--- config.mk ---
export PLATFORM = sky130hd
export DESIGN_NAME = dcrm_filter
export DESIGN_NICKNAME = d
export VERILOG_FILES = /design/src/rtl/dcrm_pkg.sv /design/src/rtl/dcrm_estimator.sv /design/src/rtl/dcrm_sub_sat.sv /design/src/rtl/dcrm_filter.sv
export SDC_FILE = /design/constraint.sdc
export NUM_CORES = 1
export LEC_CHECK = 0
export ABC_AREA = 1
export BUFFER_PORTS_ARGS = -buffer_cell sky130_fd_sc_hd__buf_2
export CORE_MARGIN = 1
export CORE_UTILIZATION = 36
export CTS_CLUSTER_SIZE = 20
export DETAILED_ROUTE_END_ITERATION = 12
export PLACE_DENSITY = 0.62
export SYNTH_ARGS = -nofsm -noshare
export SYNTH_HDL_FRONTEND = slang
export SYNTH_SLANG_ARGS = --single-unit
--- constraint.sdc ---
create_clock -name clk -period 8.9 [get_ports clk]
set_input_delay 0 -clock clk [delete_from_list [all_inputs] [get_ports clk]]
set_output_delay 0 -clock clk [all_outputs]
set_load 0.005 [all_outputs]
--- src/rtl/dcrm_pkg.sv ---
package dcrm_pkg;
    localparam int unsigned DEF_DATA_W  = 24;
    localparam int unsigned DEF_FRAC_W  = 10;
    localparam int unsigned DEF_SHIFT_K = 10;
endpackage

--- src/rtl/dcrm_estimator.sv ---
module dcrm_estimator #(
    parameter int unsigned DATA_W  = dcrm_pkg::DEF_DATA_W,
    parameter int unsigned FRAC_W  = dcrm_pkg::DEF_FRAC_W,
    parameter int unsigned SHIFT_K = dcrm_pkg::DEF_SHIFT_K,
    localparam int unsigned ACC_W  = DATA_W + FRAC_W
) (
    input  logic                     clk,
    input  logic                     rst_n,
    input  logic                     smp_valid,
    input  logic signed [DATA_W-1:0] smp_data,
    input  logic                     hold,
    output logic signed [DATA_W-1:0] est_whole,
    output logic signed [ACC_W-1:0]  est_fx
);
    localparam int unsigned DIF_W = ACC_W + 1;

    typedef struct packed {
        logic signed [ACC_W-1:0] est;
    } est_state_t;

    est_state_t st_d, st_q;

    logic signed [DIF_W-1:0] x_fx_d;
    logic signed [DIF_W-1:0] est_ext_d;
    logic signed [DIF_W-1:0] gap_d;
    logic signed [DIF_W-1:0] step_d;
    logic signed [DIF_W-1:0] sum_d;

    always_comb begin
        x_fx_d    = $signed({smp_data[DATA_W-1], smp_data, {FRAC_W{1'b0}}});
        est_ext_d = $signed({st_q.est[ACC_W-1], st_q.est});
        gap_d     = x_fx_d - est_ext_d;
        step_d    = gap_d >>> SHIFT_K;
        sum_d     = est_ext_d + step_d;
        st_d      = st_q;
        if (smp_valid && !hold) begin
            st_d.est = sum_d[ACC_W-1:0];
        end
    end

    always_ff @(posedge clk or negedge rst_n) begin
        if (!rst_n) begin
            st_q <= '0;
        end else begin
            st_q <= st_d;
        end
    end

    assign est_fx    = st_q.est;
    assign est_whole = st_q.est[ACC_W-1:FRAC_W];
endmodule

--- src/rtl/dcrm_sub_sat.sv ---
module dcrm_sub_sat #(
    parameter int unsigned DATA_W = dcrm_pkg::DEF_DATA_W
) (
    input  logic signed [DATA_W-1:0] minuend,
    input  logic signed [DATA_W-1:0] subtrahend,
    output logic signed [DATA_W-1:0] result
);
    localparam logic [DATA_W-1:0] POS_LIM = {1'b0, {(DATA_W-1){1'b1}}};
    localparam logic [DATA_W-1:0] NEG_LIM = {1'b1, {(DATA_W-1){1'b0}}};

    logic signed [DATA_W:0] wide_d;
    logic                   ovf_d;

    always_comb begin
        wide_d = $signed({minuend[DATA_W-1], minuend})
               - $signed({subtrahend[DATA_W-1], subtrahend});
        ovf_d  = wide_d[DATA_W] ^ wide_d[DATA_W-1];
        if (ovf_d) begin
            result = wide_d[DATA_W] ? NEG_LIM : POS_LIM;
        end else begin
            result = wide_d[DATA_W-1:0];
        end
    end
endmodule

--- src/rtl/dcrm_filter.sv ---
module dcrm_filter #(
    parameter int unsigned DATA_W  = dcrm_pkg::DEF_DATA_W,
    parameter int unsigned FRAC_W  = dcrm_pkg::DEF_FRAC_W,
    parameter int unsigned SHIFT_K = dcrm_pkg::DEF_SHIFT_K
) (
    input  logic              clk,
    input  logic              rst_n,
    input  logic              in_valid,
    input  logic [DATA_W-1:0] in_data,
    input  logic              freeze,
    output logic              out_valid,
    output logic [DATA_W-1:0] out_data
);
    localparam int unsigned ACC_W = DATA_W + FRAC_W;

    typedef struct packed {
        logic              valid;
        logic [DATA_W-1:0] data;
    } out_state_t;

    out_state_t os_d, os_q;

    logic signed [DATA_W-1:0] est_whole;
    logic signed [ACC_W-1:0]  est_fx;
    logic signed [DATA_W-1:0] diff_sat;

    dcrm_estimator #(
        .DATA_W (DATA_W),
        .FRAC_W (FRAC_W),
        .SHIFT_K(SHIFT_K)
    ) u_est (
        .clk      (clk),
        .rst_n    (rst_n),
        .smp_valid(in_valid),
        .smp_data ($signed(in_data)),
        .hold     (freeze),
        .est_whole(est_whole),
        .est_fx   (est_fx)
    );

    dcrm_sub_sat #(
        .DATA_W(DATA_W)
    ) u_sub (
        .minuend   ($signed(in_data)),
        .subtrahend(est_whole),
        .result    (diff_sat)
    );

    always_comb begin
        os_d       = os_q;
        os_d.valid = in_valid;
        if (in_valid) begin
            os_d.data = diff_sat;
        end
    end

    always_ff @(posedge clk or negedge rst_n) begin
        if (!rst_n) begin
            os_q <= '0;
        end else begin
            os_q <= os_d;
        end
    end

    assign out_valid = os_q.valid;
    assign out_data  = os_q.data;
endmodule

# After elaboration in Yosys (flattened, before gate mapping)
# Index checks and enable logic that the tools add are counted.
# W data, S select, Z words.
[word_totals]
register_bits = 59
latch_bits = 0
ramBits = 0
mem_bits_ro = 0
in_bits = 28
output_inout_bits = 25
wordCells = 11
n_memories = 0
[op_classes]
addsub = 3
mul = 0
div_mod_pow = 0
magnitude_cmp = 0
n_eq_ne = 0
shift = 0
mux = 2
n_bitwise = 1
n_reduce_logical = 2
[ops]
columns = ["op", "count"]
rows = [
  ["$mux W24", 2],
  ["$sub A34 B34 Y35", 1],
  ["$add A34 B25 Y34", 1],
  ["$sub A24 B24 Y25", 1],
  ["$logic_and A1 B1 Y1", 1],
  ["$logic_not A1 Y1", 1],
  ["$xor A1 B1 Y1", 1],
]

# Longest topological paths before layout
# Gate-level depths: netlist of the first run.
[depth]
depth_word = 3
ltp_mapped = 27
mapped_depth_nobuf = 26

# Hierarchy
# Synthesis of the first run repeated with hierarchy kept, for this count alone.
[hier_totals]
hier_cells = 1316
area_unflattened_um2 = 8096.5
[by_module_without_submodules]
columns = ["module", "n_inst", "cells_each", "area_each_um2", "seq_area_each_um2"]
rows = [
  ["dcrm_estimator", 1, 836, 5131.2, 850.8],
  ["dcrm_sub_sat", 1, 377, 1965.6, 0.0],
  ["dcrm_filter", 1, 103, 999.7, 625.6],
]

# Worst setup path before layout of the first run
# OpenSTA, ideal clock, no wires.
[synth_path]
path_kind = "flip-flop to flip-flop"
from = "reg u_est.st_q (netlist bit u_est.est_fx[14])"
to = "reg u_est.st_q (netlist bit u_est.est_fx[33])"
setup_ps = 117
arrival_time_ps = 3065
required_ps = 8783
path_slack_ps = 5717
path_stages_with_launch = 23
path_buffers = 0
synth_period_minus_slack_ps = 3183
cell_sequence = "dfrtp_1 -> inv_1 -> ha_1 -> nand2_1 -> nor2_1 -> nand4_1 -> o31ai_2 -> a31oi_1 -> xnor2_1 -> ha_1 -> nand2_1 -> nor2_1 -> nand2_1 -> inv_1 -> nand4_1 -> nand3_1 -> nand2_1 -> nand2_1 -> inv_1 -> nand2_1 -> nand3_1 -> nand2_1 -> nand2_1"
[synth_via]
elab_chain_cells = 2
[synth_rtl]
columns = ["item", "line_no", "source"]
rows = [
  ["start, declared", "dcrm_estimator.sv:21", "est_state_t st_d, st_q;"],
  ["start signal, assigned", "dcrm_estimator.sv:45", "st_q <= st_d;"],
  ["$sub A34 B34 Y35", "dcrm_estimator.sv:32", "gap_d = x_fx_d - est_ext_d;"],
  ["$add A34 B25 Y34 (*)", "dcrm_estimator.sv:34", "sum_d = est_ext_d + step_d;"],
]
# Mark *: on every way between the ends. The rest lies on a longest branch, timed or not.
# A chain may end at the register's enable or synchronous reset.

# Worst setup path after layout of the first run
# Ends and elaborated chain as after synthesis.

==> results of run 1 <==
-- worst max-delay path: stages (launching register included) --
cell	delay [ps]
dfrtp_1	350
inv_1	90
ha_1	430
nand2_1	190
nor2_1	360
nand4_1	150
o31ai_2	500
a31oi_1	200
xnor2_1	220
ha_1	400
nand2_1	160
nor2_1	240
nand2_1	80
inv_1	140
nand4_1	150
nand3_1	200
nand2_1	70
nand2_1	80
inv_1	40
nand2_1	70
nand3_1	70
nand2_1	70
nand2_1	40
-- area by class of cell --
type | count | area, um^2 | area share
Sequential cell | 59 | 1480 | 0.196
Clock inverter | 2 | 37.5 | 0.00498
Multi-Input combinational cell | 852 | 4710 | 0.626
Clock buffer | 12 | 246 | 0.0327
Timing Repair Buffer | 55 | 285 | 0.0379
Tap cell | 229 | 287 | 0.0380
Inverter | 130 | 488 | 0.0648
-- metrics by stage --
stage | instances | util | hold slack (ps) | area (um^2)
2_1_floorplan | 1056 | - | -296 | 6760
3_3_place_gp | 1324 | 0.398 | 225 | 7240
3_5_place_dp | 1324 | 0.398 | 228 | 7240
4_1_cts | 1339 | 0.414 | 23.5 | 7530
5_1_grt | 1339 | 0.414 | 48.0 | 7530
6_report | 1339 | 0.414 | 23.2 | 7530
-- synthesized netlist by cell type (all sizes together) --
master  count  area (um^2)
o21a        1         7.51
ha         58          726
nor2      124          522
a31oi       5         31.3
nor4        4         25.0
nor3        6         30.0
nand3b      5         37.5
a21boi      1         7.51
or2         4         25.0
and2        1         6.26
buf         6         55.1
nand3      76          390
o31ai       2         20.0
nand4      14         87.6
xnor2      21          184
nand2     328         1290
o21bai     15          113
xor2       29          254
clkbuf      9         33.8
o211ai      2         15.0
a21oi      92          566
a21o        5         37.5
fa          2         40.0
inv       130          488
dfrtp      59         1480
o21ai      57          300
-- kinds of logic (layout without fill, tap and decap cells) --
family | count (synthesis) | count (layout) | share of synthesized area
AND/OR/NAND/NOR | 562 | 562 | 0.356
AO/OA/AOI/OAI | 180 | 180 | 0.162
buffers and inverters | 145 | 199 | 0.0853
adder cells (fa/ha/maj) | 60 | 60 | 0.113
flip-flops | 59 | 59 | 0.218
XOR/XNOR | 50 | 50 | 0.0647
-- worst max path at each step --
stage                                 start                            to  slack, ps
2_1_floorplan  u_est.est_fx[14]$_DFFE_PN0P_  u_est.est_fx[33]$_DFFE_PN0P_       5720
3_3_place_gp   u_est.est_fx[14]$_DFFE_PN0P_  u_est.est_fx[33]$_DFFE_PN0P_       4500
3_5_place_dp   u_est.est_fx[14]$_DFFE_PN0P_  u_est.est_fx[33]$_DFFE_PN0P_       4610
4_1_cts        u_est.est_fx[14]$_DFFE_PN0P_  u_est.est_fx[33]$_DFFE_PN0P_       4580
5_1_grt        u_est.est_fx[14]$_DFFE_PN0P_  u_est.est_fx[33]$_DFFE_PN0P_       4240
6_report       u_est.est_fx[14]$_DFFE_PN0P_  u_est.est_fx[33]$_DFFE_PN0P_       4500
-- routing by layer --
metal,vias to the layer above,track usage,wire length [um]
met5,-,0,0
met4,0,0.0895,616
met3,38,0.0242,640
met2,144,0.385,9840
met1,3130,0.290,9930
li1,3539,-,-
-- sequential cells by signal, indices dropped and copies added (netlist names) --
signal	count
out_data	24
out_valid	1
u_est.est_fx	34
-- repair_timing --
action / in CTS / in global routing
hold buffers: 1 / 0
gates resized for setup: 0 / 0
hold endpoints to repair: 59 / 0
endpoints found under the setup margin: 0 / 0
==> results.txt, run 1 <==
Seq/Total Area, Yosys: 0.218
first-pass GRT wire length: 33900 um
total track usage: 0.225
register-to-register setup slack: 4500 ps
Nets: 1195
starting density of the core: 0.371
chip width: 139 um
status: complete, but fails checks
setup TNS: 0 ps
Crit path arrival time: 4640 ps
Startpoint Class: flip-flop
WL/cell: 15.7 um
Cell variety after synth: 41
1st-pass router iterations: 10
Synth Register Bits: 59
diodes inserted: 0
CP Data Required Time: 9140 ps
Slew Viols, Final: 0
max_cap viols: 0
clock latency on the worst-skew pair: 350 ps
Post-Synthesis Net Count: 1144
Hold Crit Class: input port to flip-flop
min-delay src: in_valid
vias after detailed routing: 6851
worst r2r src: u_est.est_fx[14]$_DFFE_PN0P_
most common cell after layout, fill and taps aside: nand2_1
Starting DRT DRC Count: 565
gpl congestion: 0.964
die area: 19300 um^2
worst rel slew slack: 0.324
H-tree Lvls: 3
worst slack, placed: 4610 ps
failing checks: design-rule violations
Post-DRT Antenna Nets: 0
Die Height: 139 um
Hold Crit Depth: 1
Port Buffers: 52
worst reg2reg path endpoint: u_est.est_fx[33]$_DFFE_PN0P_
Post-Synthesis Cell Area: 6760 um^2
Max clock buf depth: 2
Syn Area/Cell: 6.41 um^2
Vias/cell: 5.12
critical setup path kind: flip-flop to flip-flop
CTS tree: yes
Post-DP HPWL: 17500 um
Post CTS Setup Buffer Count: 0
fraction of layout cells with a size suffix above 1: 0.118
most frequent cells in the layout: 310 x nand2_1, 125 x inv_1, 114 x nor2_1, 74 x nand3_1, 68 x a21oi_1
crit path time final: 4400 ps
area grow syn2layout: 11.4%
Setup-failing EPs final: 0
CTS buffer count: 9
Critical Path Sink Type: flip-flop
f_max: 227 MHz
Hold Path Sink: out_valid$_DFF_PN0_
Mapped Cells: 1056
final worst slack: 4500 ps
initial antenna violation count: 0
critical path peak fanout: 5
root buffer cell: clkbuf_16
number of global-route vias before repair: 6626
# clock sinks: 59
# fillers: 1971
path depth of the worst reg2reg path: 22
final hold violations: 0
DRC viols: 8
core area: 18200 um^2
gr ovfl total: 0
Routed WL: 21000 um
Reg clk slew, reported paths: 60 ps
Row Count: 49
RSZ-0062 raised after global routing: false
final cycle utilization of the critical path: 0.495
largest net degree at the start of global routing: 60
number of I/O pins: 53
Worst Skew: 12.3 ps
Synthesis Warnings: 0
Least-Margin Pin Slew: 1010 ps
Power of run 1 is not shown: default switching activity piles up to over one toggle a cycle in this logic, so the estimate is an artifact.
==> inputs of run 2 (changes only) <==
--- a/config.mk
+++ b/config.mk
@@ -11,7 +11,7 @@
 export CORE_UTILIZATION = 36
 export CTS_CLUSTER_SIZE = 20
 export DETAILED_ROUTE_END_ITERATION = 12
-export PLACE_DENSITY = 0.62
+export PLACE_DENSITY = 0.64
 export SYNTH_ARGS = -nofsm -noshare
 export SYNTH_HDL_FRONTEND = slang
 export SYNTH_SLANG_ARGS = --single-unit
==> constraint.sdc (replaced) <==
create_clock -name clk -period 3.5 [get_ports clk]
set_input_delay 0 -clock clk [delete_from_list [all_inputs] [get_ports clk]]
set_output_delay 0 -clock clk [all_outputs]
set_load 0.005 [all_outputs]
==> run 2 against run 1 <==
Effect of this change:
- the flow still finishes with violations (design-rule violations)
- flip-flop and latch count stayed put
- critical path depth shrank 1
- fmax increased by 29%
- non-clock buffer count rose by 205
- hold slack got worse by 7.3 ps
- worst setup slack got worse by 4400 ps
- global-route usage up 2.0 points
- via count grew 16%
- first-iteration DRC count increased by 19%
==> results.txt, run 2 (synthesized netlist as in run 1, its figures left out) <==
status: complete, but fails checks (unchanged)
failing checks: design-rule violations (unchanged)
vias after detailed routing: 7950 (was 6851)
critical path peak fanout: 5 (unchanged)
CP cell instances: inv_2 -> ha_4 -> a21oi_2 -> nor2_1 -> nor2_2 -> buf_6 -> nor2_1 -> o21bai_1 -> nand2_1 -> a21oi_2 -> xor2_2 -> ha_4 -> nand2_4 -> nor2_1 -> inv_1 -> o21ai_0 -> buf_4 -> a21oi_2 -> nand3_1 -> nand3_1 -> o21ai_0 (was inv_1 -> ha_1 -> nand2_1 -> nor2_1 -> nand4_1 -> o31ai_2 -> a31oi_1 -> xnor2_1 -> ha_1 -> nand2_1 -> nor2_1 -> nand2_1 -> inv_1 -> nand4_1 -> nand3_1 -> nand2_1 -> nand2_1 -> inv_1 -> nand2_1 -> nand3_1 -> nand2_1 -> nand2_1)
starting density of the core: 0.371 (unchanged)
root buffer cell: clkbuf_16 (unchanged)
f_max: 293 MHz (was 227 MHz)
H-tree Lvls: 3 (unchanged)
largest net degree at the start of global routing: 36 (was 60)
die area: 19300 um^2 (unchanged)
gr ovfl total: 0 (unchanged)
max FFs per register: 34 (unchanged)
chip width: 139 um (unchanged)
initial antenna violation count: 0 (unchanged)
Least-Margin Pin Slew: 1080 ps (was 1010 ps)
worst rel slew slack: 0.280 (was 0.324)
most common cell after layout, fill and taps aside: nand2_1 (unchanged)
DP Area: 8600 um^2 (was 7240 um^2)
Max stage delay on crit path: 400 ps (was 500 ps)
CTS tree: yes (unchanged)
final worst slack: 85.4 ps (was 4500 ps)
Startpoint Class: flip-flop (unchanged)
Setup-failing EPs final: 0 (unchanged)
setup TNS: 0 ps (unchanged)
max_cap viols: 0 (unchanged)
Final Non-Filler Cells: 1546 (was 1339)
Post-DP HPWL: 19300 um (was 17500 um)
1st-pass router iterations: 11 (was 10)
total track usage: 0.246 (was 0.225)
area grow syn2layout: 51.1% (was 11.4%)
Die Height: 139 um (unchanged)
Max clock buf depth: 2 (unchanged)
clock latency on the worst-skew pair: 350 ps (about the same)
gpl congestion: 0.991 (was 0.964)
diodes inserted: 0 (unchanged)
final hold violations: 0 (unchanged)
Critical Path Sink Type: flip-flop (unchanged)
Slew Viols, Final: 0 (unchanged)
first-pass GRT wire length: 37300 um (was 33900 um)
Post-DRT Antenna Nets: 0 (unchanged)
number of global-route vias before repair: 7380 (was 6626)
dpl cells: 1505 (was 1324)
# clock sinks: 59 (unchanged)
most frequent cells in the layout: 278 x nand2_1, 204 x buf_4, 116 x inv_1, 87 x nor2_1, 61 x nand3_1 (was 310 x nand2_1, 125 x inv_1, 114 x nor2_1, 74 x nand3_1, 68 x a21oi_1)
number of I/O pins: 53 (unchanged)
fraction of layout cells with a size suffix above 1: 0.396 (was 0.118)
CTS buffer count: 9 (unchanged)
slowest CP cell: dfrtp_1 (was o31ai_2)
Port Buffers: 52 (unchanged)
RSZ-0062 raised after global routing: true (was false)
post-route design area: 10200 um^2 (was 7530 um^2)
final cycle utilization of the critical path: 0.976 (was 0.495)
crit path time final: 3410 ps (was 4400 ps)
Vias/cell: 5.14 (was 5.12)
Worst Skew: 15.8 ps (was 12.3 ps)
Hold Crit Class: input port to flip-flop (unchanged)
WL/cell: 16.1 um (was 15.7 um)
Starting DRT DRC Count: 674 (was 565)
core area: 18200 um^2 (unchanged)
CP Data Required Time: 3710 ps (was 9140 ps)
Crit path arrival time: 3630 ps (was 4640 ps)
Routed WL: 24900 um (was 21000 um)
Nets: 1400 (was 1195)
Reg clk slew, reported paths: 60 ps (about the same)
critical setup path kind: flip-flop to flip-flop (unchanged)
worst slack, placed: -165 ps (was 4610 ps)
Row Count: 49 (unchanged)
DRC viols: 8 (unchanged)
-- run 2: cell types whose count changed in the layout (fill, tap and decap cells not counted), moves of 25 or more --
cell	previous run	this run
nor2_1	114	87
buf_4	2	204
ha_1	58	29
a21oi_2	22	53
ha_4	0	27
a21oi_1	68	30
nand2_1	310	278
nand2_2	16	41
-- run 2: final cells by class --
class                      instances  area, um^2
multi-input combinational        852        5800
inverter                         130         488
clock inverter                     4        72.6
timing repair buffer             260        1840
sequential                        59        1480
tap                              229         287
fill                            1637        7990
clock buffer                      12         256
-- run 2: final timing paths --
check / from / end / slack [ps] / cells after the start
worst max-delay path: u_est.est_fx[14]$_DFFE_PN0P_ / u_est.est_fx[31]$_DFFE_PN0P_ / 90 / 21
worst min-delay path: in_valid / out_valid$_DFF_PN0_ / 20 / 1
worst max register to register: u_est.est_fx[14]$_DFFE_PN0P_ / u_est.est_fx[31]$_DFFE_PN0P_ / 90 / 21
worst min register to register: out_data[23]$_DFFE_PN0P_ / out_data[23]$_DFFE_PN0P_ / 480 / 2
max in group asynchronous: rst_n / u_est.est_fx[20]$_DFFE_PN0P_ / 2340 / 3
min in group asynchronous: rst_n / out_data[5]$_DFFE_PN0P_ / 220 / 2
-- run 2: per-stage QoR --
stage                     utilization  hold WS, ps
after CTS                       0.497         17.1
after global placement          0.472         59.4
after global routing            0.561         45.2
after detailed placement        0.472         55.7
after floorplan                     -         -296
final                           0.561         15.9
-- run 2: worst max-delay path, delay by kind of cell, from the launching register on --
kind / cells / cell delay [ps]
xor+xnor: 1 / 320
buf+inv: 4 / 540
fa+ha+maj: 2 / 510
simple gates: 8 / 670
flops: 1 / 400
compound gates: 6 / 810
-- run 2: timing repair --
| action | CTS | global route |
|---|---|---|
| buffers inserted | 1 | 23 |
| resized for setup | 26 | 216 |
| hold endpoints to repair | 28 | 0 |
| endpoints found under the setup margin | 14 | 24 |
| pin swaps | 7 | 54 |
| cloned | 0 | 0 |
| hold buffers | 1 | 0 |
-- run 2: metal layers --
metal  track usage  up-vias  part of all wire
met5             0        -                 0
met4        0.0906        0             0.044
met3        0.0259       69             0.042
met2         0.426      242              0.48
met1         0.313     3691              0.43
li1              -     3948                 -
Power of run 2 is left out for the same reason.
